## src/rtl/fifo_bridge_pkg.sv

```systemverilog
package fifo_bridge_pkg;

    typedef enum logic [2:0] {
        ST_IDLE,
        ST_RD_STROBE,
        ST_RD_RECOVER,
        ST_WR_SETUP,
        ST_WR_STROBE,
        ST_WR_HOLD,
        ST_WR_RECOVER
    } bridge_state_e;

endpackage

```

## src/rtl/fifo_bridge_sync.sv

```systemverilog
module fifo_bridge_sync #(
    parameter int WIDTH  = 2,
    parameter int STAGES = 2
) (
    input  logic             clk,
    input  logic             rst_n,
    input  logic [WIDTH-1:0] async_i,
    output logic [WIDTH-1:0] sync_o
);

    logic [STAGES-1:0][WIDTH-1:0] pipe;

    // Flags are active-low, so reset to the inactive (high) level.
    always_ff @(posedge clk or negedge rst_n) begin
        if (!rst_n) pipe[0] <= '1;
        else        pipe[0] <= async_i;
    end

    for (genvar g = 1; g < STAGES; g++) begin : g_stage
        always_ff @(posedge clk or negedge rst_n) begin
            if (!rst_n) pipe[g] <= '1;
            else        pipe[g] <= pipe[g-1];
        end
    end

    assign sync_o = pipe[STAGES-1];

endmodule

```

## src/rtl/fifo_bridge_timer.sv

```systemverilog
module fifo_bridge_timer #(
    parameter int CW = 2
) (
    input  logic          clk,
    input  logic          rst_n,
    input  logic          load_i,
    input  logic [CW-1:0] load_val_i,
    output logic          expired_o
);

    logic [CW-1:0] cnt;

    always_ff @(posedge clk or negedge rst_n) begin
        if (!rst_n)           cnt <= '0;
        else if (load_i)      cnt <= load_val_i;
        else if (cnt != '0)   cnt <= cnt - 1'b1;
    end

    assign expired_o = (cnt == '0);

endmodule

```

## src/rtl/fifo_bridge_ctrl.sv

```systemverilog
module fifo_bridge_ctrl
    import fifo_bridge_pkg::*;
#(
    parameter int DATA_W      = 8,
    parameter int RD_LOW      = 4,
    parameter int WR_LOW      = 3,
    parameter int RECOVER     = 2,
    parameter int SYNC_STAGES = 2
) (
    input  logic              clk,
    input  logic              rst_n,
    input  logic              loopback_en,
    input  logic              host_has_data_n,
    input  logic              host_has_space_n,
    output logic              rd_strobe_n,
    output logic              wr_strobe_n,
    input  logic [DATA_W-1:0] bus_in,
    output logic [DATA_W-1:0] bus_out,
    output logic              bus_oe,
    output logic [DATA_W-1:0] rx_data,
    output logic              rx_valid,
    input  logic              rx_ready,
    input  logic [DATA_W-1:0] tx_data,
    input  logic              tx_valid,
    output logic              tx_ready
);

    localparam int MAX_A = (RD_LOW > WR_LOW) ? RD_LOW : WR_LOW;
    localparam int MAXC  = (MAX_A > RECOVER) ? MAX_A : RECOVER;
    localparam int CW    = (MAXC < 2) ? 1 : $clog2(MAXC);
    localparam logic [CW-1:0] RD_LOAD  = CW'(RD_LOW - 1);
    localparam logic [CW-1:0] WR_LOAD  = CW'(WR_LOW - 1);
    localparam logic [CW-1:0] REC_LOAD = CW'(RECOVER - 1);

    bridge_state_e state, state_d;

    logic              data_n_s, space_n_s;
    logic              tmr_load, tmr_expired;
    logic [CW-1:0]     tmr_val;
    logic              rd_pend, wr_pend, pick_rd, pick_wr, capture;
    logic              last_rd;
    logic              rx_full, lb_full;
    logic [DATA_W-1:0] rx_byte, lb_byte, wr_byte;
    logic              rd_q, wr_q, oe_q;

    fifo_bridge_sync #(.WIDTH(2), .STAGES(SYNC_STAGES)) u_sync (
        .clk     (clk),
        .rst_n   (rst_n),
        .async_i ({host_has_data_n, host_has_space_n}),
        .sync_o  ({data_n_s, space_n_s})
    );

    fifo_bridge_timer #(.CW(CW)) u_timer (
        .clk        (clk),
        .rst_n      (rst_n),
        .load_i     (tmr_load),
        .load_val_i (tmr_val),
        .expired_o  (tmr_expired)
    );

    // Pending requests and round-robin choice
    always_comb begin
        rd_pend = !data_n_s  && (loopback_en ? !lb_full : !rx_full);
        wr_pend = !space_n_s && (loopback_en ? lb_full  : tx_valid);
        pick_rd = rd_pend && (!wr_pend || !last_rd);
        pick_wr = wr_pend && !pick_rd;
    end

    // Next-state logic
    always_comb begin
        state_d  = state;
        tmr_load = 1'b0;
        tmr_val  = '0;
        unique case (state)
            ST_IDLE: begin
                if (pick_rd) begin
                    state_d  = ST_RD_STROBE;
                    tmr_load = 1'b1;
                    tmr_val  = RD_LOAD;
                end else if (pick_wr) begin
                    state_d = ST_WR_SETUP;
                end
            end
            ST_RD_STROBE: begin
                if (tmr_expired) begin
                    state_d  = ST_RD_RECOVER;
                    tmr_load = 1'b1;
                    tmr_val  = REC_LOAD;
                end
            end
            ST_RD_RECOVER: begin
                if (tmr_expired) state_d = ST_IDLE;
            end
            ST_WR_SETUP: begin
                state_d  = ST_WR_STROBE;
                tmr_load = 1'b1;
                tmr_val  = WR_LOAD;
            end
            ST_WR_STROBE: begin
                if (tmr_expired) state_d = ST_WR_HOLD;
            end
            ST_WR_HOLD: begin
                state_d  = ST_WR_RECOVER;
                tmr_load = 1'b1;
                tmr_val  = REC_LOAD;
            end
            ST_WR_RECOVER: begin
                if (tmr_expired) state_d = ST_IDLE;
            end
            default: state_d = ST_IDLE;
        endcase
    end

    assign capture  = (state == ST_RD_STROBE) && tmr_expired;
    assign tx_ready = (state == ST_IDLE) && pick_wr && !loopback_en;

    // State register
    always_ff @(posedge clk or negedge rst_n) begin
        if (!rst_n) state <= ST_IDLE;
        else        state <= state_d;
    end

    // Byte holding registers and arbitration memory
    always_ff @(posedge clk or negedge rst_n) begin
        if (!rst_n) begin
            rx_full <= 1'b0;
            rx_byte <= '0;
            lb_full <= 1'b0;
            lb_byte <= '0;
            wr_byte <= '0;
            last_rd <= 1'b0;
        end else begin
            if (rx_full && rx_ready) rx_full <= 1'b0;
            if (capture) begin
                if (loopback_en) begin
                    lb_full <= 1'b1;
                    lb_byte <= bus_in;
                end else begin
                    rx_full <= 1'b1;
                    rx_byte <= bus_in;
                end
            end
            if (state == ST_IDLE && pick_rd) last_rd <= 1'b1;
            if (state == ST_IDLE && pick_wr) begin
                last_rd <= 1'b0;
                wr_byte <= loopback_en ? lb_byte : tx_data;
                if (loopback_en) lb_full <= 1'b0;
            end
        end
    end

    // Registered pin outputs
    always_ff @(posedge clk or negedge rst_n) begin
        if (!rst_n) begin
            rd_q <= 1'b1;
            wr_q <= 1'b1;
            oe_q <= 1'b0;
        end else begin
            rd_q <= (state_d != ST_RD_STROBE);
            wr_q <= (state_d != ST_WR_STROBE);
            oe_q <= (state_d == ST_WR_SETUP) || (state_d == ST_WR_STROBE) ||
                    (state_d == ST_WR_HOLD);
        end
    end

    assign rd_strobe_n = rd_q;
    assign wr_strobe_n = wr_q;
    assign bus_oe      = oe_q;
    assign bus_out     = wr_byte;
    assign rx_data     = rx_byte;
    assign rx_valid    = rx_full;

    // no bus drive while reading
    a_r4_no_drive_in_read: assert property (@(posedge clk) disable iff (!rst_n)
        !rd_strobe_n |-> !bus_oe);

    // strobes mutually exclusive
    a_r4_one_strobe: assert property (@(posedge clk) disable iff (!rst_n)
        !(!rd_strobe_n && !wr_strobe_n));

    // data set up one cycle before the write strobe falls
    a_r3_setup: assert property (@(posedge clk) disable iff (!rst_n)
        $fell(wr_strobe_n) |-> $past(bus_oe));

    // data still driven in the cycle the write strobe rises
    a_r3_hold: assert property (@(posedge clk) disable iff (!rst_n)
        $rose(wr_strobe_n) |-> bus_oe);

    // data stable while the write strobe is low
    a_r3_stable: assert property (@(posedge clk) disable iff (!rst_n)
        (!wr_strobe_n && $past(!wr_strobe_n)) |-> $stable(bus_out));

    // unaccepted byte is held
    a_r2_hold_rx: assert property (@(posedge clk) disable iff (!rst_n)
        (rx_valid && !rx_ready) |=> (rx_valid && $stable(rx_data)));

    // no new read while a received byte waits
    a_r2_no_read_when_full: assert property (@(posedge clk) disable iff (!rst_n)
        ($fell(rd_strobe_n) && !loopback_en) |-> !rx_valid);

endmodule

```

## config.mk

```make
export PLATFORM = sky130hd
export DESIGN_NAME = fifo_bridge_ctrl
export DESIGN_NICKNAME = d
export VERILOG_FILES = /design/src/rtl/fifo_bridge_pkg.sv /design/src/rtl/fifo_bridge_sync.sv /design/src/rtl/fifo_bridge_timer.sv /design/src/rtl/fifo_bridge_ctrl.sv
export SDC_FILE = /design/constraint.sdc
export NUM_CORES = 1
export LEC_CHECK = 0
export BUFFER_PORTS_ARGS = -buffer_cell sky130_fd_sc_hd__buf_2
export CAP_MARGIN = 5
export CORE_MARGIN = 2
export CORE_UTILIZATION = 41
export DETAILED_ROUTE_END_ITERATION = 12
export GPL_TIMING_DRIVEN = 0
export PLACE_DENSITY = 0.61
export REMOVE_ABC_BUFFERS = 1
export SYNTH_ARGS = -nofsm -noshare
export SYNTH_HDL_FRONTEND = slang
export SYNTH_SLANG_ARGS = --single-unit
```

## constraint.sdc

```tcl
create_clock -name clk -period 2.62 [get_ports clk]
set_input_delay 0 -clock clk [delete_from_list [all_inputs] [get_ports clk]]
set_output_delay 0 -clock clk [all_outputs]
set_load 0.01 [all_outputs]
```

* Word level (Yosys, flattened, before mapping)
Cells that the tools add are included.
Cells by class: add/subtract/negate cells 1, reduce and logical (&&, ||, !) cells 29, bitwise logic cells 1, equality and inequality tests 11, muxes and demuxes 26
Operator list (count):
- 3-bit case mux with 6 select lines | 1
- 3-bit equality test (second input constant) | 5
- 3-bit two-way mux | 5
- 1-bit two-way mux | 14
- 3-bit by 2-bit equality test with 1-bit output (second input constant) | 3
- 1-bit logical AND | 9
- 1-bit zero test | 8
- 8-bit two-way mux | 1
- 2-bit case mux with 4 select lines | 1
- 2-bit two-way mux | 3
- 2-bit nonzero test | 3
- 2-bit AND reduction | 2
- 2-bit OR reduction | 2
- 3-bit by 1-bit equality test with 1-bit output (second input constant) | 1
- 3-bit zero test | 1
- 1-bit logical OR | 3
- 3-bit by 1-bit inequality test with 1-bit output (second input constant) | 1
- 3-bit inequality test (second input constant) | 1
- 1-bit case mux with 3 select lines | 1
- 2-bit zero test | 1
- 2-bit by 1-bit subtractor with 2-bit output (second input constant) | 1
- 1-bit NOT | 1
Word-level totals: logic and storage cells 81, bits in registers 39

* Longest topological paths before layout
word-level depth 13, gate-level depth with buffers 7, mapped depth without buffers 5

* Cells and area by module
From an unflattened synthesis, not the netlist that was laid out.
Second synthesis, totals: cell total of the unflattened synthesis 146, area, all modules 1801.7 sq um
By module, submodules not included:
- fifo_bridge_ctrl | area an instance 1567.8 sq um, cells each 128, seq. area each 828.3 sq um, instances 1
- fifo_bridge_sync | area an instance 120.1 sq um, cells each 6, seq. area each 105.1 sq um, instances 1
- fifo_bridge_timer | area an instance 113.9 sq um, cells each 12, seq. area each 50.0 sq um, instances 1

* Worst setup path after synthesis
Ideal clock, no wire load.
path kind reg-to-reg, start register u_timer.cnt[0], end register lb_byte[0], setup time 0.125 ns, required time 2.495 ns, data arrival time 1.620 ns, stages on the path, launching flop included 8, path slack 0.875 ns, cells stage by stage dfrtp_1 > inv_1 > ha_1 > buf_4 > nand2_2 > or4_4 > buf_6 > mux2_4
On the way: word-level cells in the longest chain between the ends 3
Ends and longest elaborated chain:
- start: declaration | RTL line fifo_bridge_timer.sv:11 | logic [CW-1:0] cnt;
- start signal: assignment | RTL line fifo_bridge_timer.sv:15 | else if (load_i) cnt <= load_val_i;
- start signal: assignment | RTL line fifo_bridge_timer.sv:16 | else if (cnt != '0) cnt <= cnt - 1'b1;
- 2-bit zero test | RTL line fifo_bridge_timer.sv:19 | assign expired_o = (cnt == '0);
- 1-bit logical AND | RTL line fifo_bridge_ctrl.sv:114 | assign capture = (state == ST_RD_STROBE) && tmr_expired;
- 2-bit AND reduction (no line)
- end signal: assignment | RTL line fifo_bridge_ctrl.sv:137 | lb_byte <= bus_in;
- end: declaration | RTL line fifo_bridge_ctrl.sv:43 | logic [DATA_W-1:0] rx_byte, lb_byte, wr_byte;
Every way passes these cells. A chain may end at the register's enable or synchronous reset.

* Worst setup path in the final report
start register state[2], end output tx_ready
On the way: word-level cells in the longest chain between the ends 3
Ends and longest elaborated chain:
- start: declaration | RTL line fifo_bridge_ctrl.sv:35 | bridge_state_e state, state_d;
- start signal: assignment | RTL line fifo_bridge_ctrl.sv:120 | else state <= state_d;
- 3-bit zero test | RTL line fifo_bridge_ctrl.sv:115 | assign tx_ready = (state == ST_IDLE) && pick_wr && !loopback_en;
- 1-bit logical AND (2 in series) | RTL line fifo_bridge_ctrl.sv:115
- end: declaration | RTL line fifo_bridge_ctrl.sv:25 | output logic tx_ready
Every way passes these cells.

==> summary.txt <==
first-pass GRT wire length: 6.11 mm
max-slew violation count: 0
Post-Synthesis Cells: 142
Post-CTS Setup Bufs: 0
setup repair after global routing missed its margin: false
setup total negative slack: 0 ns
Final Hold Vio Count: 0
nets: 219
Peak Freq: 0.447 GHz
Clock Tree Root: sky130_fd_sc_hd__clkbuf_8
CTS resizes: 0
top library cells by usage in the layout, fill and taps aside: sky130_fd_sc_hd__buf_2 (43), sky130_fd_sc_hd__dfrtp_1 (33), sky130_fd_sc_hd__dlygate4sd3_1 (12)
Num Clock Sinks: 39
Period Utilization, post-route: 85.4%
initial standard-cell utilization of the core: 41.8%
total power: 2.36 mW
number of port buffers: 43
worst rel slew slack: 24.4%
number of synthesized register bits: 39
ANT nets after route: 0
worst endpoint data arrival time: 2.24 ns
initial DRC count: 98
peak supply drop: 440 µV
number of enable-type register cells in the synthesized netlist: 0
total via count in the routed design: 1277
Routability Congestion: 0.798
count of different cell masters after synthesis: 36
placed wire-length estimate after detailed placement: 2.43 mm
layout-stage area growth over the synthesis result: 22.7%
worst min-delay path class: primary input to register
Leak: 1.05 nW
Max Fanout on Critical Path: 18
result of the run: complete, no violations
Clock Path Buffers: 2
required arrival time at the worst endpoint: 2.62 ns
Critical Path End Type: output pin
global-route met3 utilization: 4.47%
proportion of synthesized chip area in sequential cells: 54.8%
GRT Max-Usage Layer: met2
met1 usage: 18.9%
depth of the most critical reg-to-reg path: 4
I/O pin count: 44
Worst Max-Slew Pin Slew: 1.13 ns
total global routing track utilization: 15.9%
category of the most critical setup path: register to output pin
full die area: 4920 µm²
floorplan row count: 24
via density per instance: 5.15
Worst Hold Depth: 3
number of buffers created by CTS: 5
Inserted Diodes: 0
Setup violations, final: 0
shortest period the worst path allows: 2.24 ns
CTS tree: done
Core Area: 4290 µm²
met2 track demand over resource in global routing: 25.9%
CTS H-Tree Depth: 2
width of the chip: 70.1 µm
number of global-route vias before repair: 1314
post-detailed-route wirelength per cell: 14.2 µm
Final Skew: 0.0110 ns
routed wire length: 3.53 mm
Mean Syn Cell Area: 12.6 µm²
clock edge transition at the registers on the reported setup and hold paths: 0.07 ns
Die Height: 70.1 µm
synth warn: 0
Most used DFF post-synth: sky130_fd_sc_hd__dfrtp_1
number of design rule violations left after detail routing: 0
Max-cap violations: 0
global route overflow: 0
number of antenna violations at the first check in global routing: 0
Power per Cell Area: 1070 nW/µm²
maximum number of pins on one net before global-route repair: 40
length of the first detailed-routing pass in iterations: 4
layout cell share with drive strength beyond 1: 40.8%
crit start category: register
most common cell after layout, fill and taps aside: sky130_fd_sc_hd__buf_2
fraction of registers with async set or reset after synthesis: 100%
Clk Latency, worst-skew pair: 0.29 ns
area of the mapped netlist: 1790 µm²
==> final timing paths <==
check	start	to	slack, ns
max	state[2]	tx_ready	0.38
min	tx_data[1]	bus_out[1]	0.04
max reg2reg	state[2]	rd_strobe_n	0.48
min reg2reg	u_sync.pipe[0]	u_sync.sync_o[0]	0.36
max in group asynchronous	rst_n	lb_byte[7]	1.72
min in group asynchronous	rst_n	u_timer.cnt[0]	0.35
==> power by group <==
part | internal [mW] | switching [mW]
clock network | 0.189 | 0.192
registers | 0.872 | 0.199
logic | 0.446 | 0.459
==> registers in the layout, indices dropped and copies added (netlist names), named ones only <==
register and count:
bus_out 8, lb_byte 8, rx_data 8, state 3, u_sync.pipe 2, u_sync.sync_o 2
u_timer.cnt 2, bus_oe 1, last_rd 1, rd_strobe_n 1, rx_valid 1, wr_strobe_n 1
==> through the flow <==
step	worst slack [ns]	cells	area (µm²)	utilization (%)	hold WS (ns)
floorplan	0.846	133	1720	-	-0.296
global placement	0.503	228	2000	46.6	0.106
detailed placement	0.508	228	2000	46.6	0.107
CTS	0.369	248	2200	51.2	0.0319
global route	0.0930	248	2200	51.2	0.0472
finish	0.384	248	2200	51.2	0.0359
==> critical path, stage by stage, from the launching register on <==
cell and delay [ns]:
sky130_fd_sc_hd__dfrtp_1 0.55, sky130_fd_sc_hd__nor3_2 0.98, sky130_fd_sc_hd__nand2_1 0.17, sky130_fd_sc_hd__nor2_1 0.12, sky130_fd_sc_hd__buf_2 0.14
==> synth_stat cells, drive strengths merged, types with 3 or more instances <==
| master | count | area share, % |
|---|---|---|
| dfstp | 6 | 8.8 |
| a21o | 3 | 1.3 |
| nand2 | 6 | 1.4 |
| inv | 7 | 1.5 |
| buf | 8 | 3.9 |
| a21oi | 12 | 3.6 |
| a31oi | 9 | 3.5 |
| dfrtp | 33 | 46 |
| nor2 | 8 | 1.7 |
| mux2 | 16 | 12 |
| mux2i | 10 | 5.8 |
| o21ai | 8 | 2.2 |
==> logic make-up (layout without fill, tap and decap cells) <==
logic type	Yosys count	count (layout)	synth area share (%)
flip-flops	39	39	54.8
AO/OA/AOI/OAI	38	38	14.1
multiplexers	26	26	17.5
AND/OR/NAND/NOR	22	22	7.26
buffers and inverters	16	70	5.58
adder cells (fa/ha/maj)	1	1	0.698
==> what timing repair did <==
action / 4_1_cts / 5_1_grt
endpoints found under the hold margin: 52 / 0
hold buffers: 12 / 0
setup endpoints to repair: 0 / 0
==> per-layer routing <==
metal	share of wire, %	up-vias
met5	0	-
met4	1.4	0
met3	5.3	6
met2	51	38
met1	42	621
li1	-	612
==> cell type report <==
cell class	instances	area, µm²
Clock buffer	8	80.1
Fill cell	403	2090
Inverter	7	26.3
Multi-Input combinational cell	87	709
Sequential cell	39	983
Tap cell	52	65.1
Timing Repair Buffer	55	335
(Power assumes the default switching activity.)
